<file path="src/rtl/sdreg_pkg.sv">
package sdreg_pkg;
  localparam int ADDR_W     = 6;
  localparam int DATA_W     = 24;
  localparam int MEM_D      = 1 << ADDR_W;
  localparam int APPEND_BIT = 10;
  localparam logic [ADDR_W-1:0] A_STATUS = 6'h00;
  localparam logic [ADDR_W-1:0] A_CTRL   = 6'h01;
  localparam logic [ADDR_W-1:0] A_DATA   = 6'h02;
  localparam logic [ADDR_W-1:0] A_ID     = 6'h05;
  localparam logic [ADDR_W-1:0] A_LAST   = 6'h38;

  typedef enum logic [1:0] {ST_CMD, ST_WR, ST_RD, ST_SKIP} spi_st_e;

  function automatic logic [1:0] reg_bytes(input logic [ADDR_W-1:0] a);
    if (a == 6'h00 || a == 6'h05 || a == 6'h08) return 2'd1;
    if (a == 6'h01 || a == 6'h04)               return 2'd2;
    if (a <= 6'h07)                             return 2'd3;
    if (a <= 6'h20)                             return 2'd2;
    return 2'd3;
  endfunction

  function automatic logic addr_ok(input logic [ADDR_W-1:0] a);
    return a <= A_LAST;
  endfunction

  function automatic logic addr_wr(input logic [ADDR_W-1:0] a);
    return addr_ok(a) && a != A_STATUS && a != A_DATA && a != A_ID;
  endfunction
endpackage

</file>
<file path="src/rtl/sdreg_sync.sv">
module sdreg_sync #(
  parameter int W      = 3,
  parameter int STAGES = 2
) (
  input  logic         clk,
  input  logic         rst,
  input  logic [W-1:0] d,
  output logic [W-1:0] q
);
  logic [W-1:0] pipe [STAGES];

  for (genvar g = 0; g < STAGES; g++) begin : g_stage
    if (g == 0) begin : g_first
      always_ff @(posedge clk) begin
        if (rst) pipe[g] <= '1;
        else     pipe[g] <= d;
      end
    end else begin : g_next
      always_ff @(posedge clk) begin
        if (rst) pipe[g] <= '1;
        else     pipe[g] <= pipe[g-1];
      end
    end
  end

  assign q = pipe[STAGES-1];
endmodule

</file>
<file path="src/rtl/sdreg_ones_det.sv">
module sdreg_ones_det #(
  parameter int RUN = 64
) (
  input  logic clk,
  input  logic rst,
  input  logic clr,
  input  logic bit_rise,
  input  logic bit_val,
  output logic pulse
);
  localparam int CW = $clog2(RUN + 1);
  logic [CW-1:0] cnt;

  always_ff @(posedge clk) begin
    if (rst || clr) begin
      cnt   <= '0;
      pulse <= 1'b0;
    end else begin
      pulse <= 1'b0;
      if (bit_rise) begin
        if (!bit_val) begin
          cnt <= '0;
        end else if (cnt == CW'(RUN - 1)) begin
          cnt   <= '0;
          pulse <= 1'b1;
        end else begin
          cnt <= cnt + 1'b1;
        end
      end
    end
  end

  AST_RUN_PULSE: assert property (@(posedge clk) disable iff (rst)
    pulse |-> $past(bit_rise && bit_val));
endmodule

</file>
<file path="src/rtl/sdreg_por.sv">
module sdreg_por #(
  parameter int SETTLE = 200000
) (
  input  logic clk,
  input  logic rst,
  input  logic kick,
  output logic flag
);
  localparam int CW = $clog2(SETTLE + 1);
  logic [CW-1:0] cnt;

  always_ff @(posedge clk) begin
    if (rst || kick) begin
      flag <= 1'b1;
      cnt  <= '0;
    end else if (flag) begin
      if (cnt == CW'(SETTLE - 1)) flag <= 1'b0;
      else                        cnt  <= cnt + 1'b1;
    end
  end

  AST_POR_KICK: assert property (@(posedge clk) disable iff (rst)
    kick |=> flag);
endmodule

</file>
<file path="src/rtl/sdreg_regfile.sv">
module sdreg_regfile import sdreg_pkg::*; #(
  parameter int AW = ADDR_W,
  parameter int DW = DATA_W
) (
  input  logic          clk,
  input  logic          rst,
  input  logic          clr,
  input  logic          wr_en,
  input  logic [AW-1:0] wr_addr,
  input  logic [DW-1:0] wr_data,
  input  logic          res_we,
  input  logic [DW-1:0] res_data,
  input  logic [3:0]    res_chan,
  input  logic [AW-1:0] rd_addr,
  output logic [DW-1:0] rd_data,
  output logic          append_en,
  output logic [3:0]    last_chan
);
  localparam int DEPTH = 1 << AW;
  logic [DW-1:0] mem [DEPTH];

  always_ff @(posedge clk) begin
    if (rst || clr) begin
      for (int i = 0; i < DEPTH; i++) mem[i] <= '0;
      last_chan <= '0;
    end else begin
      if (wr_en) mem[wr_addr] <= wr_data;
      if (res_we) begin
        mem[A_DATA] <= res_data;
        last_chan   <= res_chan;
      end
    end
  end

  assign rd_data   = mem[rd_addr];
  assign append_en = mem[A_CTRL][APPEND_BIT];

  AST_DATA_RO: assert property (@(posedge clk) disable iff (rst)
    (!res_we && !clr) |=> $stable(mem[A_DATA]));
  AST_WR_LEGAL: assert property (@(posedge clk) disable iff (rst)
    wr_en |-> addr_wr(wr_addr));
endmodule

</file>
<file path="src/rtl/sdreg_spi_slave.sv">
module sdreg_spi_slave import sdreg_pkg::*; #(
  parameter int         SYNC_STAGES = 2,
  parameter int         RST_ONES    = 64,
  parameter int         SETTLE_CYC  = 200000,
  parameter logic [3:0] DEV_ID      = 4'h3,
  parameter logic [3:0] SIL_REV     = 4'h2
) (
  input  logic        clk,
  input  logic        rst,
  input  logic        sclk,
  input  logic        cs_n,
  input  logic        mosi,
  output logic        miso,
  input  logic        res_we,
  input  logic [23:0] res_data,
  input  logic [3:0]  res_chan
);
  logic sclk_s, cs_idle, mosi_s, sclk_d;
  logic rise, fall, soft_rst, por_flag, append_en;
  logic [3:0] last_chan;
  logic [DATA_W-1:0] rf_rdata;

  sdreg_sync #(.W(3), .STAGES(SYNC_STAGES)) u_sync (
    .clk(clk), .rst(rst), .d({sclk, cs_n, mosi}), .q({sclk_s, cs_idle, mosi_s}));

  always_ff @(posedge clk) begin
    if (rst) sclk_d <= 1'b1;
    else     sclk_d <= sclk_s;
  end

  assign rise = sclk_s && !sclk_d && !cs_idle;
  assign fall = !sclk_s && sclk_d && !cs_idle;

  sdreg_ones_det #(.RUN(RST_ONES)) u_ones (
    .clk(clk), .rst(rst), .clr(cs_idle), .bit_rise(rise), .bit_val(mosi_s), .pulse(soft_rst));

  sdreg_por #(.SETTLE(SETTLE_CYC)) u_por (
    .clk(clk), .rst(rst), .kick(soft_rst), .flag(por_flag));

  spi_st_e            st;
  logic [5:0]         cmd_sh;
  logic [22:0]        wr_sh;
  logic [31:0]        rd_sh;
  logic [5:0]         bitcnt, nbits;
  logic [ADDR_W-1:0]  cur_addr;
  logic               miso_q;
  logic               wr_en;
  logic [ADDR_W-1:0]  wr_addr;
  logic [DATA_W-1:0]  wr_data;

  logic [6:0]         cmd_full;
  logic [ADDR_W-1:0]  cmd_addr;
  logic [7:0]         status_b;
  logic [DATA_W-1:0]  rd_word;
  logic [1:0]         rd_bytes;
  logic [31:0]        rd_load;
  logic [5:0]         rd_len;

  assign cmd_full = {cmd_sh, mosi_s};
  assign cmd_addr = cmd_full[ADDR_W-1:0];
  assign status_b = {3'b000, por_flag, last_chan};
  assign rd_bytes = reg_bytes(cmd_addr);

  sdreg_regfile u_rf (
    .clk(clk), .rst(rst), .clr(soft_rst),
    .wr_en(wr_en), .wr_addr(wr_addr), .wr_data(wr_data),
    .res_we(res_we), .res_data(res_data), .res_chan(res_chan),
    .rd_addr(cmd_addr), .rd_data(rf_rdata),
    .append_en(append_en), .last_chan(last_chan));

  always_comb begin
    case (cmd_addr)
      A_STATUS: rd_word = {16'h0, status_b};
      A_ID:     rd_word = {16'h0, DEV_ID, SIL_REV};
      default:  rd_word = rf_rdata;
    endcase
    if (cmd_addr == A_DATA && append_en) begin
      rd_load = {rd_word, status_b};
      rd_len  = 6'd32;
    end else begin
      rd_len = {1'b0, rd_bytes, 3'b000};
      case (rd_bytes)
        2'd1:    rd_load = {rd_word[7:0], 24'h0};
        2'd2:    rd_load = {rd_word[15:0], 16'h0};
        default: rd_load = {rd_word, 8'h0};
      endcase
    end
  end

  always_ff @(posedge clk) begin
    if (rst || soft_rst || cs_idle) begin
      st       <= ST_CMD;
      bitcnt   <= '0;
      cmd_sh   <= '0;
      wr_sh    <= '0;
      rd_sh    <= '0;
      nbits    <= '0;
      cur_addr <= '0;
      miso_q   <= 1'b0;
      wr_en    <= 1'b0;
      wr_addr  <= '0;
      wr_data  <= '0;
    end else begin
      wr_en <= 1'b0;
      if (rise) begin
        bitcnt <= bitcnt + 6'd1;
        case (st)
          ST_CMD: begin
            cmd_sh <= cmd_full[5:0];
            if (bitcnt == 6'd7) begin
              bitcnt <= '0;
              if (!addr_ok(cmd_addr)) begin
                st <= ST_SKIP;
              end else if (cmd_full[6]) begin
                st    <= ST_RD;
                rd_sh <= rd_load;
                nbits <= rd_len;
              end else if (cmd_addr != A_STATUS) begin
                st       <= ST_WR;
                cur_addr <= cmd_addr;
                nbits    <= {1'b0, rd_bytes, 3'b000};
                wr_sh    <= '0;
              end
            end
          end
          ST_WR: begin
            wr_sh <= {wr_sh[21:0], mosi_s};
            if (bitcnt == nbits - 6'd1) begin
              bitcnt  <= '0;
              st      <= ST_CMD;
              wr_en   <= addr_wr(cur_addr);
              wr_addr <= cur_addr;
              wr_data <= {wr_sh, mosi_s};
            end
          end
          ST_RD: begin
            if (bitcnt == nbits - 6'd1) begin
              bitcnt <= '0;
              st     <= ST_CMD;
            end
          end
          default: bitcnt <= '0;
        endcase
      end else if (fall) begin
        if (st == ST_RD) begin
          miso_q <= rd_sh[31];
          rd_sh  <= {rd_sh[30:0], 1'b0};
        end else begin
          miso_q <= 1'b0;
        end
      end
    end
  end

  assign miso = miso_q;

  AST_CS_ABORT: assert property (@(posedge clk) disable iff (rst)
    cs_idle |=> (st == ST_CMD && bitcnt == 6'd0 && !miso_q));
  AST_SKIP_QUIET: assert property (@(posedge clk) disable iff (rst)
    (st == ST_SKIP) |-> !miso_q);
  AST_READ_NO_WRITE: assert property (@(posedge clk) disable iff (rst)
    (st == ST_RD) |-> !wr_en);
endmodule

</file>
<file path="config.mk">
export PLATFORM = sky130hd
export DESIGN_NAME = sdreg_spi_slave
export DESIGN_NICKNAME = d
export VERILOG_FILES = /design/src/rtl/sdreg_pkg.sv /design/src/rtl/sdreg_sync.sv /design/src/rtl/sdreg_ones_det.sv /design/src/rtl/sdreg_por.sv /design/src/rtl/sdreg_regfile.sv /design/src/rtl/sdreg_spi_slave.sv
export SDC_FILE = /design/constraint.sdc
export NUM_CORES = 2
export LEC_CHECK = 0
export BUFFER_PORTS_ARGS = -buffer_cell sky130_fd_sc_hd__buf_4
export CAP_MARGIN = 15
export CORE_ASPECT_RATIO = 0.7
export CORE_MARGIN = 2
export CORE_UTILIZATION = 43
export CTS_CLUSTER_SIZE = 28
export DETAILED_ROUTE_END_ITERATION = 12
export SYNTH_ARGS = -nofsm -noshare
export SYNTH_HDL_FRONTEND = slang
export SYNTH_SLANG_ARGS = --single-unit
</file>
<file path="constraint.sdc">
create_clock -name clk -period 3.1 [get_ports clk]
set_input_delay 0.31 -clock clk [delete_from_list [all_inputs] [get_ports clk]]
set_output_delay 0.31 -clock clk [all_outputs]
set_load 0.02 [all_outputs]
</file>
## Word level (Yosys, flattened, before mapping)

Memory sizes are Yosys's and may differ from the RTL's.
Cells that the tools add are included.

| cells by class | value |
|---|---|
| add/sub/neg operators | 4 |
| order comparisons | 4 |
| equality and inequality tests | 26 |
| muxes and demuxes | 68 |
| bitwise logic cells | 12 |
| reduce and logical (&&, ||, !) cells | 39 |

Operator list:

| cell | number |
|---|---|
| $mux W32 | 8 |
| $mux W23 | 4 |
| $pmux W32 S2 | 1 |
| $mux W24 | 2 |
| $pmux W24 S2 | 1 |
| $pmux W23 S2 | 1 |
| $mux W6 | 6 |
| $mux W1 | 26 |
| $mux W2 | 13 |
| $reduce_or A24 Y1 | 1 |
| $add A18 B1 Y18 const B | 1 |
| $eq A18 B18 Y1 const B | 1 |
| $eq A6 B3 Y1 const B | 3 |
| $le A6 B6 Y1 const B | 3 |
| $reduce_and A6 Y1 | 3 |
| $mux W7 | 2 |
| $pmux W6 S2 | 1 |
| $reduce_bool A6 Y1 | 2 |
| $ne A2 B1 Y1 const B | 5 |
| $reduce_and A5 Y1 | 2 |
| $reduce_bool A2 Y1 | 5 |
| $logic_and A1 B1 Y1 | 8 |
| $ne A2 B2 Y1 const B | 4 |
| $add A7 B1 Y7 const B | 1 |
| 28 further kinds | 49 |

| storage, ports and cells | value |
|---|---|
| flip-flop bits (word level) | 145 |
| memory bits (writable) | 1542 |
| input port bits | 34 |
| output and inout port bits | 1 |
| memories | 2 |

Memories:

| name | depth | bits a word | read ports | clocked after memory_dff | wr ports | line | RTL |
|---|---|---|---|---|---|---|---|
| u_rf.mem | 64 | 24 | 2 | 0 | 64 | sdreg_regfile.sv:20 | `logic [DW-1:0] mem [DEPTH];` |
| u_sync.pipe | 2 | 3 | 2 | 0 | 2 | sdreg_sync.sv:10 | `logic [W-1:0] pipe [STAGES];` |

## Logic depth before layout (Yosys ltp)

An unclocked memory read counts as a cell.

| logic depth | value |
|---|---|
| word-level depth | 23 |
| gate-level depth with buffers | 13 |
| depth with buffers taken out | 9 |

## Hierarchy

A second synthesis with hierarchy kept.

| unflattened totals | value |
|---|---|
| cells, all modules | 5408 |
| area total of the unflattened synthesis | 77332.9 um^2 |

By module, submodules not included:

| module | instances | cells an instance | area an instance (um^2) | sequential area each (um^2) |
|---|---|---|---|---|
| sdreg_regfile | 1 | 4705 | 70938.0 | 46204.3 |
| sdreg_spi_slave | 1 | 533 | 4904.7 | 2222.1 |
| sdreg_por | 1 | 110 | 949.7 | 380.4 |
| sdreg_ones_det | 1 | 48 | 382.9 | 160.2 |
| sdreg_sync | 1 | 12 | 157.7 | 120.1 |

## Least setup slack after synthesis

Ideal clock, no wire load.

| timing path | value |
|---|---|
| path kind | register to register |
| start point | register wr_addr[5] |
| end point | memory u_rf.mem[50][0] in the netlist's numbering, enable pin |
| arrival | 2.969 ns |
| path slack | -0.307 ns |
| cell stages (with the launch flop) | 7 |
| buffers on the path | 3 |
| path through | dfxtp_1 clkbuf_1 or3_1 clkbuf_1 o211ai_1 clkbuf_1 o21ai_0 |

RTL lines:

| what | line | RTL |
|---|---|---|
| start, declared | sdreg_spi_slave.sv:48 | `logic [ADDR_W-1:0] wr_addr;` |
| start signal, assigned | sdreg_spi_slave.sv:132 | `wr_addr <= cur_addr;` |
| end, declared | sdreg_regfile.sv:20 |  |

==> flow_metrics.tcl <==
set metrics [dict create \
    viasPerCell 5.78 \
    startpoint "u_sync.pipe[1][0]" \
    rsz0062_at_grt "true" \
    met1_length_mm 95.2 \
    worst_pin_slew_ns 1.16 \
    ys_ff_latch 1488 \
    routed-wl-met2_mm 91.9 \
    grt_usage 0.273 \
    p_sw_frac 0.220 \
    synth_edf_count 1340 \
    synthArstFlopShare 0 \
    routed_wirelength_mm 221 \
    final-setup-viol-count 3 \
    ant_nets 0 \
    routedWlPerCell_um 30.2 \
    crit_path_start_kind "flop" \
    top_layer "met5" \
    cp-endpoint "rd_sh[19]" \
    ir_worst_vdd_v 0.000473 \
    relSlewSlack 0.230 \
    clockRootBuffer "clkbuf_16" \
    fp.dieH_um 337 \
    yosysUniqueCellTypes 67 \
    die_w_um 480 \
    finClkSkew_ns 0.0413 \
    syn_inst 4876 \
    nFillCells 13280 \
    cp-end-kind "flop" \
    yosys_warnings 0 \
    antenna_found_initial 23 \
    syn2layout_area_growth_pct 15.8 \
    maxCapViolations 0 \
    comb_power_share 0.047 \
    initialDrtViolationCount 5854 \
    hpwl_mm 144 \
    insertion_delay_ns 0.81 \
    internal_power_uw 33200 \
    power.switching_uw 9390 \
    violations "negative setup slack" \
    dr.pass1.iters 6 \
    worstSetupPathType "flop to flop" \
    numCtsBuffers 145 \
    crit_arrival_ns 3.81 \
    leakagePower_uw 0.0290 \
    htree_levels 4 \
    worst_path_max_delay_cell "mux4_2" \
    syn-num-nets 4918 \
    r2r-end "rd_sh[19]" \
    ys_seq_area_frac 0.634 \
    hold_ws_ns 0.288 \
    p_clk_frac 0.416 \
    cts_sinks 1488 \
    clock_path_buffers 3 \
    setup_tns_ns -0.0721 \
    critPathMaxStageDelay_ns 0.55 \
    fin_crit_ns 3.14 \
    crit_top_cell "mux4_2" \
    crit_path_cell_trace "buf_12 > buf_4 > mux4_2 > mux4_2 > nand2_1 > a21oi_2 > a211o_1 > a221oi_2 > nor3_1" \
    synth.avg_cell_area_um2 14.0 \
    synth_ff_type "edfxtp_1" \
    path_depth 9 \
    drive_gt1_frac 0.223 \
    gr-total-overflow 0 \
    hold_path_class "input pin to flop" \
    fmax_mhz 318 \
    row_count 122 \
    port_buffers 34 \
    cts_tree "built" \
    die_area_mm2 0.162 \
    gp_congestion 0.980 \
    start_util 0.432 \
    drv_slew 0 \
    r2r_start "u_sync.pipe[1][0]" \
    worst-path-buf-inv 2 \
    path_max_fanout 16 \
    final_nets 5149 \
    grt_pass1_wl_mm 311 \
    dr_total_vias 42449 \
    grt_max_degree 66 \
    wl_met3_mm 28.8 \
    setup_ws_ns -0.0420 \
    grt_pass1_vias 40776 \
    route.detailed.drc 0 \
    pwr_density_cell_mw_per_mm2 540 \
    crit_family "multiplexers" \
    status "finished, violations left" \
    final-hold-violation-count 0 \
    core-area_mm2 0.158 \
    reg2reg_depth 9 \
    io_pins 35 \
    path_clk_slew_ns 0.07 \
    netlist_area_mm2 0.0681 \
    r2r_slack_ns -0.04 \
    share_seq_of_total_power 0.536 \
    cp_data_required_time_ns 3.77 \
    period_share 1.01 \
]
-- state kept, by name, indices dropped and copies added (netlist names), 2 cells and up --
register        flops
bitcnt              6
cmd_sh              6
cur_addr            6
nbits               3
rd_sh              32
st                  2
u_ones.cnt          7
u_por.cnt          18
u_rf.last_chan      4
u_rf.mem         1340
u_sync.pipe         6
wr_addr             6
wr_data            24
wr_sh              23
-- power groups by stage --
stage	combinational [uW]	sequential, uW	clock [uW]
floorplan	1070	23200	0
global route	2090	22900	18700
finish	2010	22800	17700
CTS	1960	22800	17900
global placement	1900	23200	0
detailed placement	1900	23300	0
-- cells in the mapped netlist (3+ instances only) --
| master | number | area (um^2) |
|---|---|---|
| edfxtp_1 | 1340 | 40200 |
| and2_1 | 1325 | 8290 |
| clkbuf_1 | 400 | 1500 |
| mux4_2 | 282 | 6350 |
| nor2_1 | 205 | 769 |
| mux2i_1 | 204 | 2040 |
| nand2_1 | 160 | 601 |
| dfxtp_1 | 148 | 2960 |
| o21ai_0 | 114 | 571 |
| nand3_1 | 95 | 475 |
| a21oi_1 | 89 | 445 |
| a22oi_1 | 69 | 518 |
| buf_2 | 33 | 165 |
| a22o_1 | 30 | 263 |
| buf_4 | 30 | 225 |
| nor3_1 | 24 | 120 |
| a221oi_1 | 23 | 201 |
| mux2_2 | 20 | 225 |
| buf_6 | 16 | 180 |
| a211oi_1 | 15 | 113 |
| and3_1 | 15 | 93.8 |
| nor2b_1 | 15 | 93.8 |
| nor4_1 | 14 | 87.6 |
| or2_2 | 14 | 87.6 |
| inv_1 | 13 | 48.8 |
| nand4_1 | 13 | 81.3 |
| xor2_1 | 13 | 114 |
| buf_1 | 12 | 45.0 |
| nand2b_1 | 12 | 75.1 |
| o211ai_1 | 11 | 82.6 |
| or3_1 | 10 | 62.6 |
| xnor2_1 | 10 | 87.6 |
| ha_1 | 8 | 100 |
| o22ai_1 | 8 | 50.1 |
| a31oi_1 | 7 | 43.8 |
| a311oi_1 | 6 | 52.6 |
| nand3b_1 | 6 | 45.0 |
| nor3b_1 | 6 | 45.0 |
| a2111oi_0 | 5 | 43.8 |
| o21a_1 | 5 | 37.5 |
| o311ai_0 | 5 | 43.8 |
| a221o_1 | 3 | 30.0 |
| o2111a_1 | 3 | 33.8 |
| o221ai_1 | 3 | 26.3 |
-- how the worst min path moves through the flow --
stage,startpoint,depth (start not counted),slack (ns),end
after detailed placement,u_sync.pipe[0][2],1,0.40,u_sync.pipe[1][2]
final,res_we,3,0.29,u_rf.mem[2][9]
after floorplan,u_sync.pipe[0][0],1,0.39,u_sync.pipe[1][0]
after global placement,u_sync.pipe[0][2],1,0.40,u_sync.pipe[1][2]
after CTS,res_we,3,0.26,u_rf.mem[2][9]
after global routing,res_we,3,0.28,u_rf.mem[2][9]
-- cell families (layout without fill, tap and decap cells) --
family          count (synthesis)  count (layout)  synth area share
simple gates                 1924            1924             0.162
flops                        1488            1488             0.634
buf+inv                       508             854            0.0325
mux                           506             506             0.127
compound gates                418             418            0.0402
xor+xnor                       24              24           0.00329
fa+ha+maj                       8               8           0.00147
other cells                     0               8                 0
-- per-layer routing --
layer / track usage / vias up
met3: 0.107 / 282
met5: 0 / -
met2: 0.375 / 2269
met4: 0.0743 / 14
met1: 0.397 / 21700
li1: - / 18184
-- through the flow --
step	utilization	cells	power (uW)	setup slack (ns)	instance area [um^2]
after floorplan	-	4876	24200	-0.307	68100
after global placement	0.466	6997	25100	-0.294	73500
after detailed placement	0.466	6997	25200	-0.238	73500
after CTS	0.498	7303	42700	0.00237	78500
after global routing	0.500	7331	43700	-0.0711	78900
final	0.500	7338	42600	-0.0420	78900
-- area by class of cell --
type                    count  area [um^2]  share of cell area
well taps                2108         2640              0.0334
multi-input cells        2880        23100               0.292
flip-flops and latches   1488        43200               0.548
diodes                      8         20.0            0.000254
inverters                  15         56.3            0.000714
clock inverters            79          786             0.00996
repair buffers            577         5290              0.0670
clock buffers             183         3800              0.0482
-- tightest hold or removal path: cells and delay by family --
family / cells / cell delay (ns)
buffers and inverters: 2 / 0.42
AND/OR/NAND/NOR: 1 / 0.19
-- cell usage in the layout, fill, tap and decap left out, types with 9 or more instances in the layout --
cell type / instances
o21ai_2: 50
nor3_1: 23
nand2_1: 159
a221oi_1: 18
clkbuf_16: 147
clkbuf_1: 36
clkinv_2: 26
nor2_1: 199
buf_12: 64
or2_2: 14
mux2_2: 19
a22o_1: 30
nor4_1: 14
xnor2_1: 10
dfxtp_1: 125
dlygate4sd3_1: 39
mux4_2: 282
mux2i_1: 202
nand3_1: 94
xor2_1: 13
nor2b_1: 13
o211ai_1: 11
o21ai_0: 50
or3_1: 9
clkinv_1: 22
o21ai_1: 16
and2_1: 1324
a211oi_1: 13
nand4_1: 13
a22oi_1: 68
inv_1: 13
and3_1: 15
bufinv_16: 12
edfxtp_1: 1340
nand2b_1: 11
dfxtp_2: 19
a21oi_1: 87
buf_4: 466
-- what timing repair did --
item,4_1_cts,5_1_grt
pin swaps,0,6
gates cloned,0,1
hold endpoints to repair,37,0
endpoints found under the setup margin,10,16
hold buffers,39,0
buffers inserted,5,26
gates resized for setup,5,29
(Power assumes the default switching activity.)
